===== config.mk =====
export PLATFORM = sky130hd
export DESIGN_NAME = page_write_seq
export DESIGN_NICKNAME = d
export VERILOG_FILES = /design/src/rtl/pws_pkg.sv /design/src/rtl/pws_addr_track.sv /design/src/rtl/pws_page_buffer.sv /design/src/rtl/pws_cycle_timer.sv /design/src/rtl/page_write_seq.sv
export SDC_FILE = /design/constraint.sdc
export NUM_CORES = 1
export LEC_CHECK = 0
export ABC_AREA = 1
export BUFFER_PORTS_ARGS = -buffer_cell sky130_fd_sc_hd__buf_4
export CAP_MARGIN = 40
export CORE_ASPECT_RATIO = 1.2
export CORE_MARGIN = 2
export CORE_UTILIZATION = 35
export DETAILED_ROUTE_END_ITERATION = 8
export PLACE_DENSITY_LB_ADDON = 0.05
export SYNTH_ARGS = -nofsm -noshare
export SYNTH_HDL_FRONTEND = slang
export SYNTH_SLANG_ARGS = --single-unit

===== constraint.sdc =====
create_clock -name clk -period 2.67 [get_ports clk]
set_input_delay 0.6675 -clock clk [delete_from_list [all_inputs] [get_ports clk]]
set_output_delay 0.6675 -clock clk [all_outputs]
set_load 0.005 [all_outputs]

===== src/rtl/pws_pkg.sv =====
package pws_pkg;
  typedef enum logic [1:0] {
    PWS_IDLE = 2'd0,
    PWS_FILL = 2'd1,
    PWS_DROP = 2'd2,
    PWS_PROG = 2'd3
  } pws_state_e;
endpackage


===== src/rtl/pws_addr_track.sv =====
module pws_addr_track #(
  parameter int ADDR_W = 15,
  parameter int OFF_W  = 6
) (
  input  logic              clk,
  input  logic              rst_n,
  input  logic              load,
  input  logic [ADDR_W-1:0] load_addr,
  input  logic              adv,
  output logic [ADDR_W-OFF_W-1:0] page,
  output logic [OFF_W-1:0]  off
);
  localparam int PAGE_W = ADDR_W - OFF_W;

  logic [PAGE_W-1:0] page_q;
  logic [OFF_W-1:0]  off_q;

  always_ff @(posedge clk or negedge rst_n) begin
    if (!rst_n) begin
      page_q <= '0;
      off_q  <= '0;
    end else if (load) begin
      page_q <= load_addr[ADDR_W-1:OFF_W];
      off_q  <= load_addr[OFF_W-1:0];
    end else if (adv) begin
      off_q  <= off_q + 1'b1;
    end
  end

  assign page = page_q;
  assign off  = off_q;


  page_fixed_chk: assert property (@(posedge clk) disable iff (!rst_n)
    (adv && !load) |=> (page_q == $past(page_q)));

  off_wrap_chk: assert property (@(posedge clk) disable iff (!rst_n)
    (adv && !load) |=> (off_q == OFF_W'($past(off_q) + 1'b1)));
endmodule


===== src/rtl/pws_page_buffer.sv =====
module pws_page_buffer #(
  parameter int PAGE_BYTES = 64,
  parameter int OFF_W      = 6
) (
  input  logic             clk,
  input  logic             rst_n,
  input  logic             clear,
  input  logic             wr_en,
  input  logic [OFF_W-1:0] wr_off,
  input  logic [7:0]       wr_data,
  input  logic [OFF_W-1:0] rd_off,
  output logic [7:0]       rd_data,
  output logic             rd_mark,
  output logic             any_mark
);
  logic [7:0] data_q [PAGE_BYTES];
  logic       mark_q [PAGE_BYTES];

  for (genvar g = 0; g < PAGE_BYTES; g++) begin : g_slot
    always_ff @(posedge clk or negedge rst_n) begin
      if (!rst_n) begin
        data_q[g] <= 8'h00;
        mark_q[g] <= 1'b0;
      end else if (clear) begin
        mark_q[g] <= 1'b0;
      end else if (wr_en && (wr_off == OFF_W'(g))) begin
        data_q[g] <= wr_data;
        mark_q[g] <= 1'b1;
      end
    end
  end

  assign rd_data = data_q[rd_off];
  assign rd_mark = mark_q[rd_off];

  always_comb begin
    any_mark = 1'b0;
    for (int i = 0; i < PAGE_BYTES; i++) any_mark = any_mark | mark_q[i];
  end


  slot_mark_chk: assert property (@(posedge clk) disable iff (!rst_n)
    (wr_en && !clear) |=> any_mark);
endmodule


===== src/rtl/pws_cycle_timer.sv =====
module pws_cycle_timer #(
  parameter int CYCLE_LEN = 250000,
  parameter int CNT_W     = 18
) (
  input  logic             clk,
  input  logic             rst_n,
  input  logic             start,
  output logic             busy,
  output logic             last,
  output logic             done,
  output logic [CNT_W-1:0] elapsed
);
  localparam logic [CNT_W-1:0] LAST_CNT = CNT_W'(CYCLE_LEN - 1);

  logic             busy_q;
  logic             done_q;
  logic [CNT_W-1:0] cnt_q;

  always_ff @(posedge clk or negedge rst_n) begin
    if (!rst_n) begin
      busy_q <= 1'b0;
      done_q <= 1'b0;
      cnt_q  <= '0;
    end else begin
      done_q <= 1'b0;
      if (busy_q) begin
        if (cnt_q == LAST_CNT) begin
          busy_q <= 1'b0;
          done_q <= 1'b1;
          cnt_q  <= '0;
        end else begin
          cnt_q  <= cnt_q + 1'b1;
        end
      end else if (start) begin
        busy_q <= 1'b1;
        cnt_q  <= '0;
      end
    end
  end

  assign busy    = busy_q;
  assign done    = done_q;
  assign elapsed = cnt_q;
  assign last    = busy_q && (cnt_q == LAST_CNT);


  busy_hold_chk: assert property (@(posedge clk) disable iff (!rst_n)
    (busy_q && !last) |=> busy_q);

  done_after_busy_chk: assert property (@(posedge clk) disable iff (!rst_n)
    done_q |-> (!busy_q && $past(busy_q)));

  done_single_chk: assert property (@(posedge clk) disable iff (!rst_n)
    done_q |=> !done_q);
endmodule


===== src/rtl/page_write_seq.sv =====
module page_write_seq
  import pws_pkg::*;
#(
  parameter int ADDR_W     = 15,
  parameter int PAGE_BYTES = 64,
  parameter int CYCLE_LEN  = 250000
) (
  input  logic              clk,
  input  logic              rst_n,
  input  logic              txn_start,
  input  logic [ADDR_W-1:0] start_addr,
  input  logic              wel_set,
  input  logic              byte_valid,
  input  logic [7:0]        byte_data,
  output logic              byte_ready,
  input  logic              cs_rise,
  input  logic              cs_on_boundary,
  input  logic              abort,
  input  logic              wr_allowed,
  output logic              arr_we,
  output logic [ADDR_W-1:0] arr_addr,
  output logic [7:0]        arr_data,
  output logic              busy,
  output logic              cycle_done
);
  localparam int OFF_W  = $clog2(PAGE_BYTES);
  localparam int PAGE_W = ADDR_W - OFF_W;
  localparam int CNT_W  = $clog2(CYCLE_LEN);

  pws_state_e state_q, state_d;

  logic              open_start;
  logic              take_byte;
  logic              commit_go;
  logic [PAGE_W-1:0] page;
  logic [OFF_W-1:0]  wr_off;
  logic [OFF_W-1:0]  sweep_off;
  logic [7:0]        rd_data;
  logic              rd_mark;
  logic              any_mark;
  logic              tmr_busy;
  logic              tmr_last;
  logic              tmr_done;
  logic [CNT_W-1:0]  elapsed;
  logic              sweep_on;

  assign open_start = (state_q == PWS_IDLE) && txn_start;
  assign byte_ready = (state_q == PWS_FILL) || (state_q == PWS_DROP);
  assign take_byte  = byte_valid && byte_ready && (state_q == PWS_FILL);
  assign commit_go  = (state_q == PWS_FILL) && !abort && cs_rise &&
                      cs_on_boundary && any_mark && wr_allowed;

  always_comb begin
    state_d = state_q;
    unique case (state_q)
      PWS_IDLE: if (txn_start) state_d = wel_set ? PWS_FILL : PWS_DROP;
      PWS_FILL: begin
        if (abort)          state_d = PWS_IDLE;
        else if (commit_go) state_d = PWS_PROG;
        else if (cs_rise)   state_d = PWS_IDLE;
      end
      PWS_DROP: if (abort || cs_rise) state_d = PWS_IDLE;
      PWS_PROG: if (tmr_last) state_d = PWS_IDLE;
      default:  state_d = PWS_IDLE;
    endcase
  end

  always_ff @(posedge clk or negedge rst_n) begin
    if (!rst_n) state_q <= PWS_IDLE;
    else        state_q <= state_d;
  end

  pws_addr_track #(.ADDR_W(ADDR_W), .OFF_W(OFF_W)) u_track (
    .clk(clk), .rst_n(rst_n),
    .load(open_start), .load_addr(start_addr),
    .adv(take_byte), .page(page), .off(wr_off)
  );

  pws_page_buffer #(.PAGE_BYTES(PAGE_BYTES), .OFF_W(OFF_W)) u_buf (
    .clk(clk), .rst_n(rst_n), .clear(open_start),
    .wr_en(take_byte), .wr_off(wr_off), .wr_data(byte_data),
    .rd_off(sweep_off), .rd_data(rd_data), .rd_mark(rd_mark),
    .any_mark(any_mark)
  );

  pws_cycle_timer #(.CYCLE_LEN(CYCLE_LEN), .CNT_W(CNT_W)) u_tmr (
    .clk(clk), .rst_n(rst_n), .start(commit_go),
    .busy(tmr_busy), .last(tmr_last), .done(tmr_done), .elapsed(elapsed)
  );

  assign sweep_off  = elapsed[OFF_W-1:0];
  assign sweep_on   = tmr_busy && (elapsed < CNT_W'(PAGE_BYTES));
  assign arr_we     = sweep_on && rd_mark;
  assign arr_addr   = {page, sweep_off};
  assign arr_data   = rd_data;
  assign busy       = tmr_busy;
  assign cycle_done = tmr_done;

  initial begin
    if (CYCLE_LEN <= PAGE_BYTES) $error("CYCLE_LEN must exceed PAGE_BYTES");
    if ((1 << OFF_W) != PAGE_BYTES) $error("PAGE_BYTES must be a power of two");
  end


  ready_not_busy_chk: assert property (@(posedge clk) disable iff (!rst_n)
    !(byte_ready && busy));

  we_in_busy_chk: assert property (@(posedge clk) disable iff (!rst_n)
    arr_we |-> busy);

  busy_cause_chk: assert property (@(posedge clk) disable iff (!rst_n)
    $rose(busy) |-> $past(cs_rise && cs_on_boundary && wr_allowed));

  state_busy_chk: assert property (@(posedge clk) disable iff (!rst_n)
    busy |-> (state_q == PWS_PROG));
endmodule


==> flow_metrics.env <==
export IMPL_status="finished with violations"
export IMPL_failed_checks="setup timing"
export IMPL_maxCapViolCount=0
export IMPL_syn_nets=3995
export IMPL_clock_sinks=613
export IMPL_min_from="start_addr[14]"
export IMPL_worst_clock_skew_ns=0.0243
export IMPL_r2r_slack_ns=0.15
export IMPL_antenna_found_initial=0
export IMPL_area_growth_pct=22.5
export IMPL_worst_setup_path_type="register to output port"
export IMPL_gr_total_overflow=0
export IMPL_clock_path_buffers=3
export IMPL_hold_viol_final=0
export IMPL_ys_warn_count=0
export IMPL_nets=4126
export IMPL_fp_dieH_um=322
export IMPL_intPower_w=0.0186
export IMPL_maxSlewHeadroom_pct=54.0
export IMPL_peakVddDrop_v=0.000431
export IMPL_wl_per_cell_um=19.7
export IMPL_setup_viol=9
export IMPL_synthFlopType="dfrtp_1"
export IMPL_drt_iter0_drc=1991
export IMPL_final_antenna_net_count=0
export IMPL_power_per_cell_area_nw_per_um2=740
export IMPL_p_sw_w=0.00807
export IMPL_grtUsageTotal_pct=24.4
export IMPL_timing_final_crit_share_pct=127
export IMPL_place_congestion=0.873
export IMPL_firstDrtPassIters=5
export IMPL_p_seq_share_pct=44.8
export IMPL_r2r_end="u_tmr.elapsed[15]"
export IMPL_vias=25875
export IMPL_hpwl_um=65900
export IMPL_fin_crit_ns=3.38
export IMPL_ioPinCount=59
export IMPL_fin_ws_ns=-0.712
export IMPL_clkLatencyLatePin_ns=0.63
export IMPL_hold_path_class="input pin to register"
export IMPL_grt_pass1_wl_um=161000
export IMPL_wl_um=104000
export IMPL_die_area_um2=86500
export IMPL_die_x_um=269
export IMPL_critPathArrivalTime_ns=2.71
export IMPL_htree_levels=3
export IMPL_synth_edff_count=0
export IMPL_hold_depth=3
export IMPL_p_leak_nw=17.5
export IMPL_fin_util_pct=43.2
export IMPL_drive_above_1_share_pct=14.1
export IMPL_grt_max_degree=79
export IMPL_port_buffers=58
export IMPL_async_flop_share_pct=100
export IMPL_cts_tree="yes"
export IMPL_comb_power_share_pct=17.9
export IMPL_finalPower_w=0.0267
export IMPL_crit_path_max_fanout=6
export IMPL_yosysTopAreaCellShare_pct=52.1
export IMPL_switching_share_pct=30.3
export IMPL_vias_per_cell=4.92
export IMPL_cts_root_buf="clkbuf_16"
export IMPL_yosys_top_cells_area="dfrtp_1, nand2_1, o21ai_0, nand3_1, inv_1"
export IMPL_max_freq_ghz=0.296
export IMPL_fin_setup_tns_ns=-5.97
export IMPL_whs_ns=0.237
export IMPL_synth_area_um2=29500
export IMPL_ys_seq_area_share_pct=52.1
export IMPL_final_area_um2=36100
export IMPL_rr_startpoint="u_tmr.elapsed[0]"
export IMPL_drc=0
export IMPL_cts_buffers=72
export IMPL_ff2ff_path_depth=12
export IMPL_synth_top_cell_by_area="dfrtp_1"
export IMPL_yosysUniqueCellTypes=32
export IMPL_place_area_um2=32600
export IMPL_netlist_instances=3953
export IMPL_maxSlewViolCount=0
export IMPL_end_kind="output port"
export IMPL_clk_pin_slew_ns=0.06
export IMPL_antenna_cells=0
export IMPL_initial_core_util_pct=35.3
export IMPL_avgSynthCellArea_um2=7.45
export IMPL_rsz0062_at_grt="yes"
export IMPL_max_slew_worst_pin_slew_ns=0.687
export IMPL_rows=116
export IMPL_clockPowerShare_pct=37.3
export IMPL_start_kind="register"
export IMPL_required_ns=2.00
export IMPL_core_um2=83500
export IMPL_worstHoldEndpoint="u_track.page[8]"
export IMPL_synth_ff_latch_count=613
export IMPL_first_global_vias=25410
-- synthesized netlist by cell type, types with 3 or more instances --
library cell  number
nand2_1         1537
dfrtp_1          613
o21ai_0          613
nand3_1          292
inv_1            282
nor2_1           239
clkbuf_1         168
buf_2             45
buf_1             28
a21oi_1           18
o21ai_1           18
nand4_1           12
clkinv_1          11
nand2_2           11
ha_1              10
buf_4              8
nor3_1             7
o211ai_1           7
or2_2              7
inv_2              5
a31oi_1            3
nor3_4             3
o22ai_1            3
xor2_1             3
-- logic make-up (layout without fill, tap and decap cells) --
kind of cell | after synthesis | in the layout | share of synthesized area, %
simple gates | 2116 | 2116 | 28.7
compound gates | 663 | 663 | 11.4
flops | 613 | 613 | 52.1
buf+inv | 548 | 731 | 7.30
fa+ha+maj | 10 | 10 | 0.425
xor+xnor | 3 | 3 | 0.0892
-- worst max path at each step --
stage,start,endpoint,slack [ns],cells past startpoint
after floorplan,u_tmr.elapsed[0],arr_we,0.41,14
after CTS,u_tmr.elapsed[0],arr_data[4],-0.73,16
after global routing,u_tmr.elapsed[0],arr_data[0],-0.82,18
after detailed placement,u_tmr.elapsed[0],arr_data[4],-0.28,14
after global placement,u_tmr.elapsed[0],arr_data[4],-0.32,14
final,u_tmr.elapsed[0],arr_data[1],-0.71,19
-- flip-flops by register name, summed over array words and instances (netlist names) --
signal and cells:
state_q 2, u_buf.data_q 512, u_buf.mark_q 64, u_tmr.busy 1, u_tmr.done 1, u_tmr.elapsed 18
u_track.off 6, u_track.page 9
-- cell usage in the layout (no fill, tap or decap), types with 24 or more instances in the layout --
master / synthesis / final
buf_12: 0 / 57
buf_4: 8 / 208
clkbuf_16: 0 / 75
dfrtp_1: 613 / 610
inv_1: 282 / 266
inv_2: 5 / 24
nand2_1: 1537 / 1474
nand2_2: 11 / 61
nand3_1: 292 / 263
nand3_2: 0 / 29
nor2_1: 239 / 229
o21ai_0: 613 / 598
o21ai_1: 18 / 29
-- power groups by stage --
stage                     Sequential [W]  Combinational (W)  Clock [W]
after floorplan                   0.0118            0.00304          0
after global placement            0.0121            0.00462          0
after detailed placement          0.0121            0.00467          0
after CTS                         0.0119            0.00479     0.0102
after global routing              0.0122            0.00555     0.0106
final                             0.0120            0.00477    0.00994
-- cell type report --
type | count | area [um2]
Timing Repair inverter | 1 | 8.76
Fill cell | 8614 | 47400
Clock buffer | 104 | 2120
Multi-Input combinational cell | 2792 | 12400
Timing Repair Buffer | 306 | 3420
Clock inverter | 22 | 216
Tap cell | 1121 | 1400
Sequential cell | 613 | 15300
Inverter | 298 | 1160
-- worst max-delay path, stage by stage, from the launching register on --
cell       delay, ns
dfrtp_4         0.45
buf_12          0.15
clkinv_16       0.08
buf_16          0.16
buf_8           0.14
buf_16          0.13
buf_6           0.12
buf_4           0.12
nand2_2         0.05
nand3_2         0.05
nand2_1         0.07
nand2_1         0.05
nand2_1         0.07
inv_2           0.04
nand2_4         0.07
nand2_2         0.05
nand2_1         0.05
inv_1           0.04
nand2_2         0.09
buf_6           0.10
-- metal layers --
metal	vias up	GRT usage [%]	wire length (um)
li1	12757	-	-
met1	12528	33.7	47800
met2	484	41.2	50200
met3	106	2.91	3800
met4	0	5.30	1780
met5	-	0	0
-- per-stage QoR --
step / std cells / worst slack (ns)
floorplan: 3953 / 0.406
global placement: 5102 / -0.319
detailed placement: 5102 / -0.279
CTS: 5254 / -0.731
global route: 5257 / -0.820
finish: 5257 / -0.712
-- repair_timing --
item	4_1_cts	5_1_grt
buffers inserted	15	5
endpoints found under the hold margin	8	0
hold buffers	1	0
gates cloned	11	1
pin swaps	34	23
gates resized for setup	146	54
endpoints found under the setup margin	10	98
No activity file was read; power rests on OpenSTA's default activity.
